==> config.mk <==
export PLATFORM = sky130hd
export DESIGN_NAME = aud_tx_ctrl
export DESIGN_NICKNAME = d
export VERILOG_FILES = /design/src/rtl/aud_tx_pkg.sv /design/src/rtl/aud_tx_fifo.sv /design/src/rtl/aud_tx_ser.sv /design/src/rtl/aud_tx_ctrl.sv
export SDC_FILE = /design/constraint.sdc
export NUM_CORES = 1
export LEC_CHECK = 0
export BUFFER_PORTS_ARGS = -buffer_cell sky130_fd_sc_hd__buf_2
export CORE_ASPECT_RATIO = 0.6
export CORE_MARGIN = 3
export CORE_UTILIZATION = 48
export CTS_CLUSTER_DIAMETER = 150
export CTS_CLUSTER_SIZE = 20
export DETAILED_ROUTE_END_ITERATION = 12
export PLACE_DENSITY = 0.74
export SLEW_MARGIN = 20
export SYNTH_ARGS = -nofsm -noshare
export SYNTH_HDL_FRONTEND = slang
export SYNTH_SLANG_ARGS = --single-unit
==> constraint.sdc <==
create_clock -name clk -period 10.15 [get_ports clk]
set_clock_uncertainty 0.15 [all_clocks]
set_input_delay 1.015 -clock clk [delete_from_list [all_inputs] [get_ports clk]]
set_output_delay 1.015 -clock clk [all_outputs]
set_load 0.05 [all_outputs]
==> src/rtl/aud_tx_pkg.sv <==
package aud_tx_pkg;
    localparam int BUS_W     = 32;
    localparam int REG_AW    = 6;
    localparam int WIDTH_RST = 15;

    // Word index of each register slot (byte address bits [5:2]).
    typedef enum logic [3:0] {
        RG_TXCTL  = 4'h0,
        RG_RXCTL  = 4'h1,
        RG_CLKCTL = 4'h2,
        RG_LEVEL  = 4'h3,
        RG_DMACTL = 4'h4,
        RG_IRQEN  = 4'h5,
        RG_IRQST  = 4'h6,
        RG_XFER   = 4'h7,
        RG_CLEAR  = 4'h8,
        RG_TXDAT  = 4'h9,
        RG_RXDAT  = 4'hA
    } reg_idx_e;
endpackage

==> src/rtl/aud_tx_fifo.sv <==
module aud_tx_fifo #(
    parameter int DW    = 32,
    parameter int DEPTH = 32,
    localparam int LW   = $clog2(DEPTH) + 1
) (
    input  logic          clk,
    input  logic          rst_n,
    input  logic          flush,
    input  logic          push,
    input  logic          pop,
    input  logic [DW-1:0] wdata,
    output logic [DW-1:0] rdata,
    output logic          full,
    output logic          empty,
    output logic [LW-1:0] level
);
    localparam int AW = (DEPTH > 1) ? $clog2(DEPTH) : 1;

    typedef struct packed {
        logic [AW-1:0] wp;
        logic [AW-1:0] rp;
        logic [LW-1:0] cnt;
    } fifo_st_t;

    fifo_st_t st_d, st_q;
    logic [DW-1:0] mem_q [DEPTH];
    logic do_push, do_pop;

    function automatic logic [AW-1:0] ptr_inc(input logic [AW-1:0] p);
        return (p == AW'(DEPTH - 1)) ? '0 : p + 1'b1;
    endfunction

    assign full    = (st_q.cnt == LW'(DEPTH));
    assign empty   = (st_q.cnt == '0);
    assign level   = st_q.cnt;
    assign rdata   = mem_q[st_q.rp];
    assign do_push = push && !full;
    assign do_pop  = pop && !empty;

    always_comb begin
        st_d = st_q;
        if (flush) begin
            st_d = '0;
        end else begin
            if (do_push) st_d.wp = ptr_inc(st_q.wp);
            if (do_pop)  st_d.rp = ptr_inc(st_q.rp);
            case ({do_push, do_pop})
                2'b10:   st_d.cnt = st_q.cnt + 1'b1;
                2'b01:   st_d.cnt = st_q.cnt - 1'b1;
                default: st_d.cnt = st_q.cnt;
            endcase
        end
    end

    always_ff @(posedge clk or negedge rst_n) begin
        if (!rst_n) st_q <= '0;
        else        st_q <= st_d;
    end

    always_ff @(posedge clk) begin
        if (do_push && !flush) mem_q[st_q.wp] <= wdata;
    end
endmodule

==> src/rtl/aud_tx_ser.sv <==
module aud_tx_ser #(
    parameter int DW = 32,
    parameter int WW = 5
) (
    input  logic          clk,
    input  logic          rst_n,
    input  logic          en,
    input  logic          clear,
    input  logic          half_tick,
    input  logic [WW-1:0] width_f,
    input  logic          fifo_empty,
    input  logic [DW-1:0] fifo_data,
    output logic          pop,
    output logic          sck,
    output logic          ws,
    output logic          sdo
);
    localparam int PW = WW + 1;

    typedef struct packed {
        logic          sck;
        logic          primed;
        logic [PW-1:0] pos;
        logic [WW-1:0] wcur;
        logic [DW-1:0] shreg;
    } ser_st_t;

    ser_st_t st_d, st_q;
    logic last_l, last_r, chan;
    logic [DW-1:0] next_word;

    // Place bit (width-1) of the sample at the top of the shift register.
    function automatic logic [DW-1:0] align(input logic [DW-1:0] w, input logic [WW-1:0] f);
        return w << (DW - 1 - int'(f));
    endfunction

    assign last_l    = (st_q.pos == {1'b0, st_q.wcur});
    assign last_r    = (st_q.pos == {st_q.wcur, 1'b1});
    assign chan      = (st_q.pos > {1'b0, st_q.wcur});
    assign next_word = fifo_empty ? '0 : fifo_data;

    always_comb begin
        st_d = st_q;
        pop  = 1'b0;
        if (clear || !en) begin
            st_d        = '0;
            st_d.wcur   = width_f;
        end else if (!st_q.primed) begin
            st_d.primed = 1'b1;
            st_d.wcur   = width_f;
            st_d.pos    = '0;
            st_d.shreg  = align(next_word, width_f);
            pop         = !fifo_empty;
        end else if (half_tick) begin
            st_d.sck = ~st_q.sck;
            if (st_q.sck) begin
                if (last_r) begin
                    st_d.pos   = '0;
                    st_d.wcur  = width_f;
                    st_d.shreg = align(next_word, width_f);
                    pop        = !fifo_empty;
                end else if (last_l) begin
                    st_d.pos   = st_q.pos + 1'b1;
                    st_d.shreg = align(next_word, st_q.wcur);
                    pop        = !fifo_empty;
                end else begin
                    st_d.pos   = st_q.pos + 1'b1;
                    st_d.shreg = st_q.shreg << 1;
                end
            end
        end
    end

    always_ff @(posedge clk or negedge rst_n) begin
        if (!rst_n) st_q <= '0;
        else        st_q <= st_d;
    end

    assign sck = st_q.sck;
    assign sdo = st_q.shreg[DW-1];
    assign ws  = st_q.primed && ((last_l || last_r) ? ~chan : chan);
endmodule

==> src/rtl/aud_tx_ctrl.sv <==
module aud_tx_ctrl
    import aud_tx_pkg::*;
#(
    parameter int DW    = 32,
    parameter int DEPTH = 32,
    parameter int WW    = 5
) (
    input  logic              clk,
    input  logic              rst_n,
    input  logic              bus_wr,
    input  logic [REG_AW-1:0] bus_addr,
    input  logic [BUS_W-1:0]  bus_wdata,
    output logic [BUS_W-1:0]  bus_rdata,
    input  logic              half_tick,
    output logic              sck,
    output logic              ws,
    output logic              sdo
);
    localparam int LW = $clog2(DEPTH) + 1;

    typedef struct packed {
        logic [WW-1:0] width;
        logic [1:0]    xfer;
        logic          ovf;
    } regs_t;

    regs_t rg_d, rg_q;
    logic [3:0]    widx;
    logic          push_req, clr_req, fifo_pop, fifo_full, fifo_empty;
    logic          tx_en, ovf_flag;
    logic [LW-1:0] fifo_level;
    logic [DW-1:0] fifo_head;

    assign widx     = bus_addr[REG_AW-1:2];
    assign push_req = bus_wr && (widx == RG_TXDAT);
    assign clr_req  = bus_wr && (widx == RG_CLEAR);
    assign tx_en    = rg_q.xfer[0];
    assign ovf_flag = rg_q.ovf;

    always_comb begin
        rg_d = rg_q;
        if (bus_wr && widx == RG_TXCTL) rg_d.width = bus_wdata[WW-1:0];
        if (bus_wr && widx == RG_XFER)  rg_d.xfer  = bus_wdata[1:0];
        if (push_req && fifo_full)      rg_d.ovf   = 1'b1;
        if (clr_req)                    rg_d.ovf   = 1'b0;
    end

    always_ff @(posedge clk or negedge rst_n) begin
        if (!rst_n) begin
            rg_q       <= '0;
            rg_q.width <= WW'(WIDTH_RST);
        end else begin
            rg_q <= rg_d;
        end
    end

    always_comb begin
        bus_rdata = '0;
        case (widx)
            RG_TXCTL: bus_rdata[WW-1:0] = rg_q.width;
            RG_LEVEL: bus_rdata[LW-1:0] = fifo_level;
            RG_IRQST: bus_rdata[0]      = rg_q.ovf;
            RG_XFER:  bus_rdata[1:0]    = rg_q.xfer;
            default:  bus_rdata         = '0;
        endcase
    end

    aud_tx_fifo #(.DW(DW), .DEPTH(DEPTH)) fifo_i (
        .clk   (clk),
        .rst_n (rst_n),
        .flush (clr_req),
        .push  (push_req),
        .pop   (fifo_pop),
        .wdata (bus_wdata[DW-1:0]),
        .rdata (fifo_head),
        .full  (fifo_full),
        .empty (fifo_empty),
        .level (fifo_level)
    );

    aud_tx_ser #(.DW(DW), .WW(WW)) ser_i (
        .clk        (clk),
        .rst_n      (rst_n),
        .en         (tx_en),
        .clear      (clr_req),
        .half_tick  (half_tick),
        .width_f    (rg_q.width),
        .fifo_empty (fifo_empty),
        .fifo_data  (fifo_head),
        .pop        (fifo_pop),
        .sck        (sck),
        .ws         (ws),
        .sdo        (sdo)
    );
endmodule

Word-level counts from Yosys, hierarchy flattened

Memory sizes are Yosys's and may differ from the RTL's.
Index checks and enable logic that the tools add are counted.

$mul: 0
Reduce and logical (&&, ||, !) cells: 26
Divide/modulo/power cells: 0
Shifts and indexed selects: 2
Order comparisons: 1
Multiplexer cells: 32
Equality and inequality tests: 15
Bitwise logic cells: 2
Add/sub/neg operators: 7

Operators with widths:

| cell                                                                   | number |
|---|---|
| 43-bit 2-to-1 mux                                                      | 3 |
| 32-bit 2-to-1 mux                                                      | 3 |
| 32-bit by 32-bit << shifter with 32-bit output                         | 2 |
| 45-bit 2-to-1 mux                                                      | 1 |
| 5-bit 2-to-1 mux                                                       | 5 |
| 16-bit 2-to-1 mux                                                      | 1 |
| 1-bit 2-to-1 mux                                                       | 14 |
| 6-bit by 1-bit adder with 6-bit output (second input constant)         | 2 |
| 6-bit case mux with 2 select lines                                     | 1 |
| 5-bit by 5-bit subtractor with 6-bit output (first input constant)     | 2 |
| 5-bit by 1-bit adder with 5-bit output (second input constant)         | 2 |
| 5-bit equality test (second input constant)                            | 2 |
| 2-bit nonzero test                                                     | 5 |
| 1-bit logical AND                                                      | 9 |
| 4-bit by 3-bit equality test with 1-bit output (second input constant) | 2 |
| 4-bit equality test (second input constant)                            | 2 |
| 6-bit by 5-bit equality test with 1-bit output                         | 1 |
| 6-bit equality test                                                    | 1 |
| 6-bit equality test (second input constant)                            | 1 |
| 6-bit by 5-bit > comparator with 1-bit output                          | 1 |
| 6-bit zero test                                                        | 1 |
| 6-bit 2-to-1 mux                                                       | 1 |
| 3-bit != test (second input constant)                                  | 2 |
| 3-bit case mux with 2 select lines                                     | 1 |
| other kinds (14)                                                       | 20 |

Output and inout port bits: 35
Latch bits: 0
ROM bits: 0
Memory bits (writable): 1024
Memories: 1
Bits in registers: 69

Memories:

| name         | depth | bits a word | rd ports | clocked after memory_dff | write ports | RTL line          | source |
|---|---|---|---|---|---|---|---|
| fifo_i.mem_q | 32    | 32          | 1        | 0                        | 1           | aud_tx_fifo.sv:26 | `logic [DW-1:0] mem_q [DEPTH];` |

Depth between registers and ports, before layout

Gate-level depths: netlist of run 1.

Depth in word-level cells: 12
Depth in mapped cells: 19

Modules after synthesis

Synthesis of run 1 repeated with hierarchy kept, for this count alone.

Cells, all modules: 2376
Area, all modules: 46600.9 µm²

Modules (own cells, without submodules):

| module      | times used | area each (µm²) | sequential area each (µm²) | cells an instance |
|---|---|---|---|---|
| aud_tx_fifo | 1          | 40010.9         | 31149.9                    | 1612 |
| aud_tx_ser  | 1          | 5886.9          | 1126.1                     | 692 |
| aud_tx_ctrl | 1          | 703.2           | 205.2                      | 72 |

Least setup slack after synthesis of run 1

Ideal clock, no wire load.

Path kind: in2reg
From: input port bus_addr[5]
To: memory fifo_i.mem_q[15][0], enable pin
Path slack: 5920 ps
Stages: 7
Arrival time: 3658 ps
Path through: clkbuf_1 > nand2_1 > nor3_1 > o311a_1 > clkbuf_1 > nand2_1 > nor2_1

Longest elaborated chain between the ends: 6
Elaborated cells between the ends (all ways): 9

Ends and longest elaborated chain:

| what                                                        | RTL line                             | source |
|---|---|---|
| start: declaration                                          | aud_tx_ctrl.sv:11                    | `input logic [REG_AW-1:0] bus_addr,` |
| 4-bit equality test, on equally long branches               | aud_tx_ctrl.sv:35, aud_tx_ctrl.sv:36 |  |
| 1-bit logical AND, on equally long branches                 | aud_tx_ctrl.sv:35, aud_tx_ctrl.sv:36 |  |
| 1-bit logical AND / 1-bit zero test (equally long branches) | aud_tx_fifo.sv:37, aud_tx_fifo.sv:61 |  |
| 1-bit logical AND (*)                                       | aud_tx_fifo.sv:61                    | `if (do_push && !flush) mem_q[st_q.wp] <= wdata;` |
| 1-bit 2-to-1 mux (*)                                        | aud_tx_fifo.sv:61                    |  |
| 1-bit 2-to-1 mux (not written as such) (*)                  | aud_tx_fifo.sv:61                    |  |
| end: declaration                                            | aud_tx_fifo.sv:26                    |  |

Mark *: on every way between the ends. The rest lies on a longest branch, timed or not.

Worst setup path after layout of run 1

From: register fifo_i.st_q[8] (netlist bit)
To: register ser_i.st_q[30] (netlist bit)

Longest elaborated chain between the ends: 9
Elaborated cells between the ends (all ways): 10

Ends and longest elaborated chain:

| what                                           | RTL line          | source |
|---|---|---|
| start: declaration                             | aud_tx_fifo.sv:25 | `fifo_st_t st_d, st_q;` |
| start signal: assignment                       | aud_tx_fifo.sv:57 | `else st_q <= st_d;` |
| memory read 32 x 32 bit (*)                    | --                |  |
| 32-bit 2-to-1 mux (*)                          | aud_tx_ser.sv:40  | `assign next_word = fifo_empty ? '0 : fifo_data;` |
| 32-bit by 32-bit << shifter with 32-bit output | aud_tx_ser.sv:34  | `return w << (DW - 1 - int'(f));` |
| 32-bit 2-to-1 mux                              | aud_tx_ser.sv:62  | `end else if (last_l) begin` |
| 32-bit 2-to-1 mux                              | aud_tx_ser.sv:57  | `if (last_r) begin` |
| 43-bit 2-to-1 mux                              | aud_tx_ser.sv:56  | `if (st_q.sck) begin` |
| 43-bit 2-to-1 mux                              | aud_tx_ser.sv:54  | `end else if (half_tick) begin` |
| 43-bit 2-to-1 mux (*)                          | aud_tx_ser.sv:48  | `end else if (!st_q.primed) begin` |
| 45-bit 2-to-1 mux (*)                          | aud_tx_ser.sv:45  | `if (clear \|\| !en) begin` |
| end signal: assignment                         | aud_tx_ser.sv:76  | `else st_q <= st_d;` |
| end: declaration                               | aud_tx_ser.sv:28  | `ser_st_t st_d, st_q;` |

Mark *: on every way between the ends. The rest lies on a longest branch, timed or not. The select of a mux whose other input is x is not followed.
A chain may end at the register's enable or synchronous reset.

==> impl_metrics.tcl, run 1 <==
set metrics [dict create \
    outcome "finished clean" \
    synth_edf_count 1024 \
    ir_drop_uv 190 \
    cp.arrival_ps 6290 \
    cts_setup_buffers 0 \
    cts_tree "done" \
    p_per_area_nw_per_um2 261 \
    ctsRootBufferMaster "clkbuf_16" \
    post_cts_resized 0 \
    critical_path_required_ps 10560 \
    antenna_found_initial 7 \
    crit_fanout 29 \
    cellLeakagePower_nw 15.9 \
    firstDrtPassIters 6 \
    fin_nets 2768 \
    worstSetupEndpointType "register" \
    async_reset_ff_frac 0.0631 \
    numCtsBuffers 60 \
    period_share 0.580 \
    tightestPinTransition_ps 1150 \
    htreeDepth 2 \
    fin_setup_tns_ps 0 \
    maxCapViolations 0 \
    place_hpwl_mm 84.6 \
    max_freq_mhz 170 \
    clockBufferDepth 3 \
    hp-class "input pin to asynchronous set/reset pin" \
    antenna_left 0 \
    routedWlPerCell_um 33.3 \
    die_w_um 410 \
    yosysWarnings 0 \
    wl_mm 135 \
    ys_types 84 \
    grt_max_degree 103 \
    fin_crit_ps 5890 \
    rsz0062_at_grt "false" \
    drc 0 \
    cp-start-kind "register" \
    dr_total_vias 27041 \
    drive_above_1_share 0.201 \
    clkLatencyLatePin_ps 680 \
    ys_seq_area_frac 0.692 \
    grt_pass1_vias 26453 \
    netlist_area_um2 47000 \
    vias_per_cell 6.69 \
    area_growth_pct 7.34 \
    final_cell_mix "1,024 x edfxtp_1, 240 x mux4_2, 176 x mux2i_1" \
    finalPower_mw 13.1 \
    die_area_um2 102000 \
    overflow 0 \
    coreArea_um2 96600 \
    final_common_cell "edfxtp_1" \
    hold_viol_final 0 \
    grt_pass1_wl_mm 193 \
    numPortBuffers 48 \
    postSynthCellCount 2683 \
    synth_ff_type "edfxtp_1" \
    clkSinkCount 1093 \
    die_h_um 248 \
    rows 88 \
    ys_ff_latch 1093 \
    avgSynthCellArea_um2 17.5 \
    clkSlewWorstSetupHoldPaths_ps 110 \
    start_util 0.486 \
    grt_usage 0.264 \
    gp_congestion 0.956 \
    crit_type "register to register" \
    slew_headroom 0.229 \
    first_iter_violations 4225 \
    drv_slew 0 \
    ctsHoldBuffers 0 \
    setup_viol 0 \
    ios 77 \
]
-- flip-flops by register name (all words and copies together), names as in the netlist --
register      cells
ser_i.st_q       43
fifo_i.level      6
rg_q              7
ser_i.sck         1
fifo_i.st_q      10
fifo_i.mem_q   1024
ser_i.sdo         1
ovf_flag          1
-- logic make-up (layout without fill, tap and decap cells) --
| family | count (synthesis) | after routing | share of synthesized area |
|---|---|---|---|
| flops | 1093 | 1093 | 0.692 |
| fa+ha+maj | 16 | 16 | 0.00426 |
| other cells | 1 | 28 | 0.0000799 |
| compound gates | 422 | 422 | 0.0633 |
| xor+xnor | 18 | 18 | 0.00336 |
| buf+inv | 215 | 242 | 0.0261 |
| simple gates | 447 | 447 | 0.0438 |
| mux | 471 | 471 | 0.167 |
-- layer usage --
metal	part of all wire	vias up	GRT usage
met5	0.00023	-	0
met4	0.015	4	0.0449
met3	0.14	182	0.0858
met2	0.41	1792	0.363
met1	0.43	14115	0.414
li1	-	10948	-
-- area by class of cell --
type | count | area (um^2)
sequential | 1093 | 32500
clock buffer | 83 | 1590
inverter | 23 | 86.3
antenna | 2 | 5.00
fill | 7479 | 46200
clock inverter | 4 | 53.8
multi-input combinational | 1400 | 13600
timing repair buffer | 132 | 908
tap | 1305 | 1630
-- cells in the mapped netlist (all sizes together) (15+ instances only) --
| library cell | n | area share |
|---|---|---|
| a211oi | 16 | 0.0026 |
| a21oi | 43 | 0.0046 |
| a221oi | 22 | 0.0041 |
| a22oi | 50 | 0.0080 |
| buf | 100 | 0.017 |
| clkbuf | 92 | 0.0074 |
| dfrtp | 65 | 0.035 |
| edfxtp | 1024 | 0.65 |
| ha | 16 | 0.0043 |
| inv | 22 | 0.0018 |
| mux2 | 50 | 0.012 |
| mux2i | 176 | 0.038 |
| mux4 | 245 | 0.12 |
| nand2 | 126 | 0.010 |
| nand3 | 51 | 0.0054 |
| nand4 | 16 | 0.0021 |
| nor2 | 141 | 0.011 |
| nor3 | 28 | 0.0031 |
| o21ai | 61 | 0.0065 |
| o221ai | 15 | 0.0028 |
| o22ai | 83 | 0.011 |
| o31ai | 16 | 0.0026 |
-- power by group --
group	internal (mW)	switching, mW	total [mW]	leakage, nW
Combinational	2.06	3.37	5.43	5.02
Clock	1.09	1.40	2.49	0.792
Sequential	5.00	0.228	5.23	10.1
-- critical path, cell delays in order (launching register included) --
cell      delay [ps]
dfrtp_4          810
buf_4            540
or2b_1           710
buf_4            380
o22ai_1          120
o211a_1          270
o31ai_1          830
o22a_1           260
a21boi_0         910
mux4_2           490
nand2b_1         130
a31oi_1          100
-- final timing paths --
| kind | from | to | slack [ps] | depth (start not counted) |
|---|---|---|---|---|
| worst max-delay path | fifo_i.st_q[8] | ser_i.st_q[30] | 4260 | 11 |
| worst min-delay path | rst_n | ser_i.st_q[5] | 70 | 1 |
| worst max register to register | fifo_i.st_q[8] | ser_i.st_q[30] | 4260 | 11 |
| worst min register to register | ser_i.st_q[20] | ser_i.st_q[20] | 350 | 2 |
| max in group asynchronous | rst_n | fifo_i.st_q[6] | 8480 | 2 |
| min in group clk | ser_i.st_q[20] | ser_i.st_q[20] | 350 | 2 |
-- through the flow --
| step | util | cell area, um^2 | cells | setup WS (ps) | hold slack, ps |
|---|---|---|---|---|---|
| 6_report | 0.522 | 50400 | 4042 | 4260 | 74.1 |
| 5_1_grt | 0.522 | 50400 | 4041 | 4000 | 75.2 |
| 4_1_cts | 0.522 | 50400 | 4040 | 4290 | 54.6 |
| 3_5_place_dp | 0.505 | 48800 | 3953 | 4380 | 326 |
| 3_3_place_gp | 0.505 | 48800 | 3953 | 4320 | 326 |
| 2_1_floorplan | - | 47100 | 2708 | 5920 | 298 |
Power figures use the tool's default switching activity.
==> run 2, diff against run 1 <==
- PLACE_DENSITY: 0.74 -> 0.76
- clock period: 10.15 -> 4.7 ns (I/O delays scaled with it)
==> run 2 against run 1 <==
- power is 130% higher
- die area stayed put
- clock power is 120% higher
- first-iteration DRC count is 6.6% higher
- via count is 3.4% higher
- critical path type unchanged
- largest power group unchanged
==> impl_metrics.tcl, run 2 (synthesized netlist as in run 1, its figures left out) <==
set metrics [dict create \
    worst_path_max_delay_cell "dfrtp_4" \
    power_frac_comb 0.452 \
    worstPathCellList "nand2b_1, o22ai_1, o21ai_0, nand4_1, mux4_2, mux2_2, mux2i_1, nor3_1, o31ai_1" \
    crit_fanout 26 \
    top_layer "met5" \
    gp_congestion 0.972 \
    crit_family "multiplexers" \
    die_w_um 410 \
    top_register "fifo_i.mem_q" \
    pwr-share-clk 0.178 \
    drive_above_1_share 0.245 \
    ios 77 \
    firstDrtPassIters 5 \
    largest_register_ffs 1024 \
    drt-met1-wl_mm 59.7 \
    place_hpwl_mm 92.8 \
    power_frac_seq 0.370 \
    hp-start "bus_wdata[20]" \
    routedWlPerCell_um 33.2 \
    top_regs "fifo_i.mem_q (1024), ser_i.st_q (43), fifo_i.st_q (10)" \
    crit_cells 9 \
    fin_crit_ps 4620 \
    fin_nets 2939 \
    grt_usage 0.274 \
    drc 0 \
    die_area_um2 102000 \
    slew_headroom 0.280 \
    numPortBuffers 48 \
    dr_total_vias 27956 \
    cp.arrival_ps 5080 \
    rsz0062_at_grt "false" \
    antenna_found_initial 4 \
    rows 88 \
    cts_tree "done" \
    crit_type "register to register" \
    fillers 7337 \
    worst_slack_ps 80.7 \
    reg2reg_from "fifo_i.st_q[7]" \
    outcome "finished clean" \
    grt_max_degree 48 \
    maxCapViolations 0 \
    tightestPinTransition_ps 1080 \
    coreArea_um2 96600 \
    worstSetupEndpointType "register" \
    route.met3.wl_mm 20.1 \
    clkSlewWorstSetupHoldPaths_ps 110 \
    cp-start-kind "register" \
    rr_endpoint "ser_i.st_q[28]" \
    final_common_cell "edfxtp_1" \
    wl_met2_mm 57.3 \
    overflow 0 \
    post-place-ws_ps -19.5 \
    start_util 0.486 \
    cp_num_buf_inv 0 \
    swShare 0.374 \
    antenna_left 0 \
    max_stage_delay_ps 780 \
    clockBufferDepth 3 \
    p_int_mw 18.9 \
    vias_per_cell 6.64 \
    cp-startpoint "fifo_i.st_q[7]" \
    grt_pass1_vias 27275 \
    hold_viol_final 0 \
    htreeDepth 2 \
    fin_setup_tns_ps 0 \
    area_growth_pct 10.8 \
    critPathCapture "ser_i.st_q[28]" \
    ctsRootBufferMaster "clkbuf_16" \
    cellLeakagePower_nw 16.9 \
    final_cell_mix "1,024 x edfxtp_1, 240 x mux4_2, 221 x buf_4" \
    rr_worst_depth 9 \
    ir_drop_uv 384 \
    die_h_um 248 \
    period_share 0.983 \
    clkSinkCount 1093 \
    hp-class "input pin to register" \
    numCtsBuffers 60 \
    wl_mm 140 \
    setup_viol 0 \
    clkLatencyLatePin_ps 700 \
    grt_pass1_wl_mm 199 \
    first_iter_violations 4505 \
    max_freq_mhz 216 \
    critical_path_required_ps 5160 \
    p_switching_mw 11.3 \
    r2r_slack_ps 80 \
    n_antenna_cell 0 \
    p_per_area_nw_per_um2 582 \
    drv_slew 0 \
]
-- run 2: cell count changes in the layout (fill, tap and decap cells not counted), sizes merged --
cell / before / now
diode: 2 / 0
dlygate4sd3: 0 / 2
buf: 132 / 301
clkbuf: 83 / 85
-- run 2: timing repair --
| item | 4_1_cts | 5_1_grt |
|---|---|---|
| hold buffers | 2 | 0 |
| buffers inserted | 0 | 1 |
| endpoints found under the hold margin | 22 | 0 |
| resized for setup | 1 | 0 |
| endpoints found under the setup margin | 1 | 3 |
-- run 2: how the worst min path moves through the flow --
stage	endpoint	slack [ps]	cells after the start
after global placement	ser_i.st_q[20]	320	2
after floorplan	fifo_i.level[0]	20	0
final	fifo_i.mem_q[23][20]	90	1
after CTS	fifo_i.mem_q[8][20]	60	1
after detailed placement	ser_i.st_q[20]	320	2
after global routing	fifo_i.mem_q[21][20]	110	1
-- run 2: worst register-to-register path, cell delays in order (launching register included) --
cell and delay [ps]:
dfrtp_4 780, nand2b_1 630, o22ai_1 180, o21ai_0 390, nand4_1 460, mux4_2 680, mux2_2 330, mux2i_1 570
nor3_1 120, o31ai_1 260
-- run 2: stage by stage --
step / hold slack, ps / utilization / cells / power, mW / area, um^2
global route: 112 / 0.539 / 4213 / 31.2 / 52000
CTS: 61.9 / 0.539 / 4212 / 29.8 / 52000
floorplan: 24.4 / - / 2708 / 19.0 / 47100
finish: 94.5 / 0.539 / 4213 / 30.3 / 52000
global placement: 316 / 0.521 / 4121 / 24.4 / 50300
detailed placement: 321 / 0.521 / 4121 / 24.5 / 50300
-- run 2: power groups by stage --
stage                     logic, mW  clock network, mW  registers (mW)
final                          13.7               5.40            11.2
after global placement         13.0                  0            11.4
after CTS                      13.2               5.47            11.2
after detailed placement       13.1                  0            11.4
after floorplan                7.89                  0            11.1
after global routing           14.2               5.80            11.2
-- run 2: area by class of cell --
| cell class | count | area (um^2) | share of cell area |
|---|---|---|---|
| timing repair buffer | 303 | 2570 | 0.0493 |
| sequential | 1093 | 32500 | 0.624 |
| clock buffer | 85 | 1600 | 0.0307 |
| inverter | 23 | 86.3 | 0.00166 |
| clock inverter | 4 | 53.8 | 0.00103 |
| multi-input combinational | 1400 | 13600 | 0.262 |
| tap | 1305 | 1630 | 0.0314 |
-- run 2: metal layers --
| metal | up-vias | track usage |
|---|---|---|
| met3 | 189 | 0.0899 |
| met1 | 14610 | 0.426 |
| met5 | - | 0 |
| met4 | 2 | 0.0542 |
| met2 | 1851 | 0.377 |
| li1 | 11304 | - |
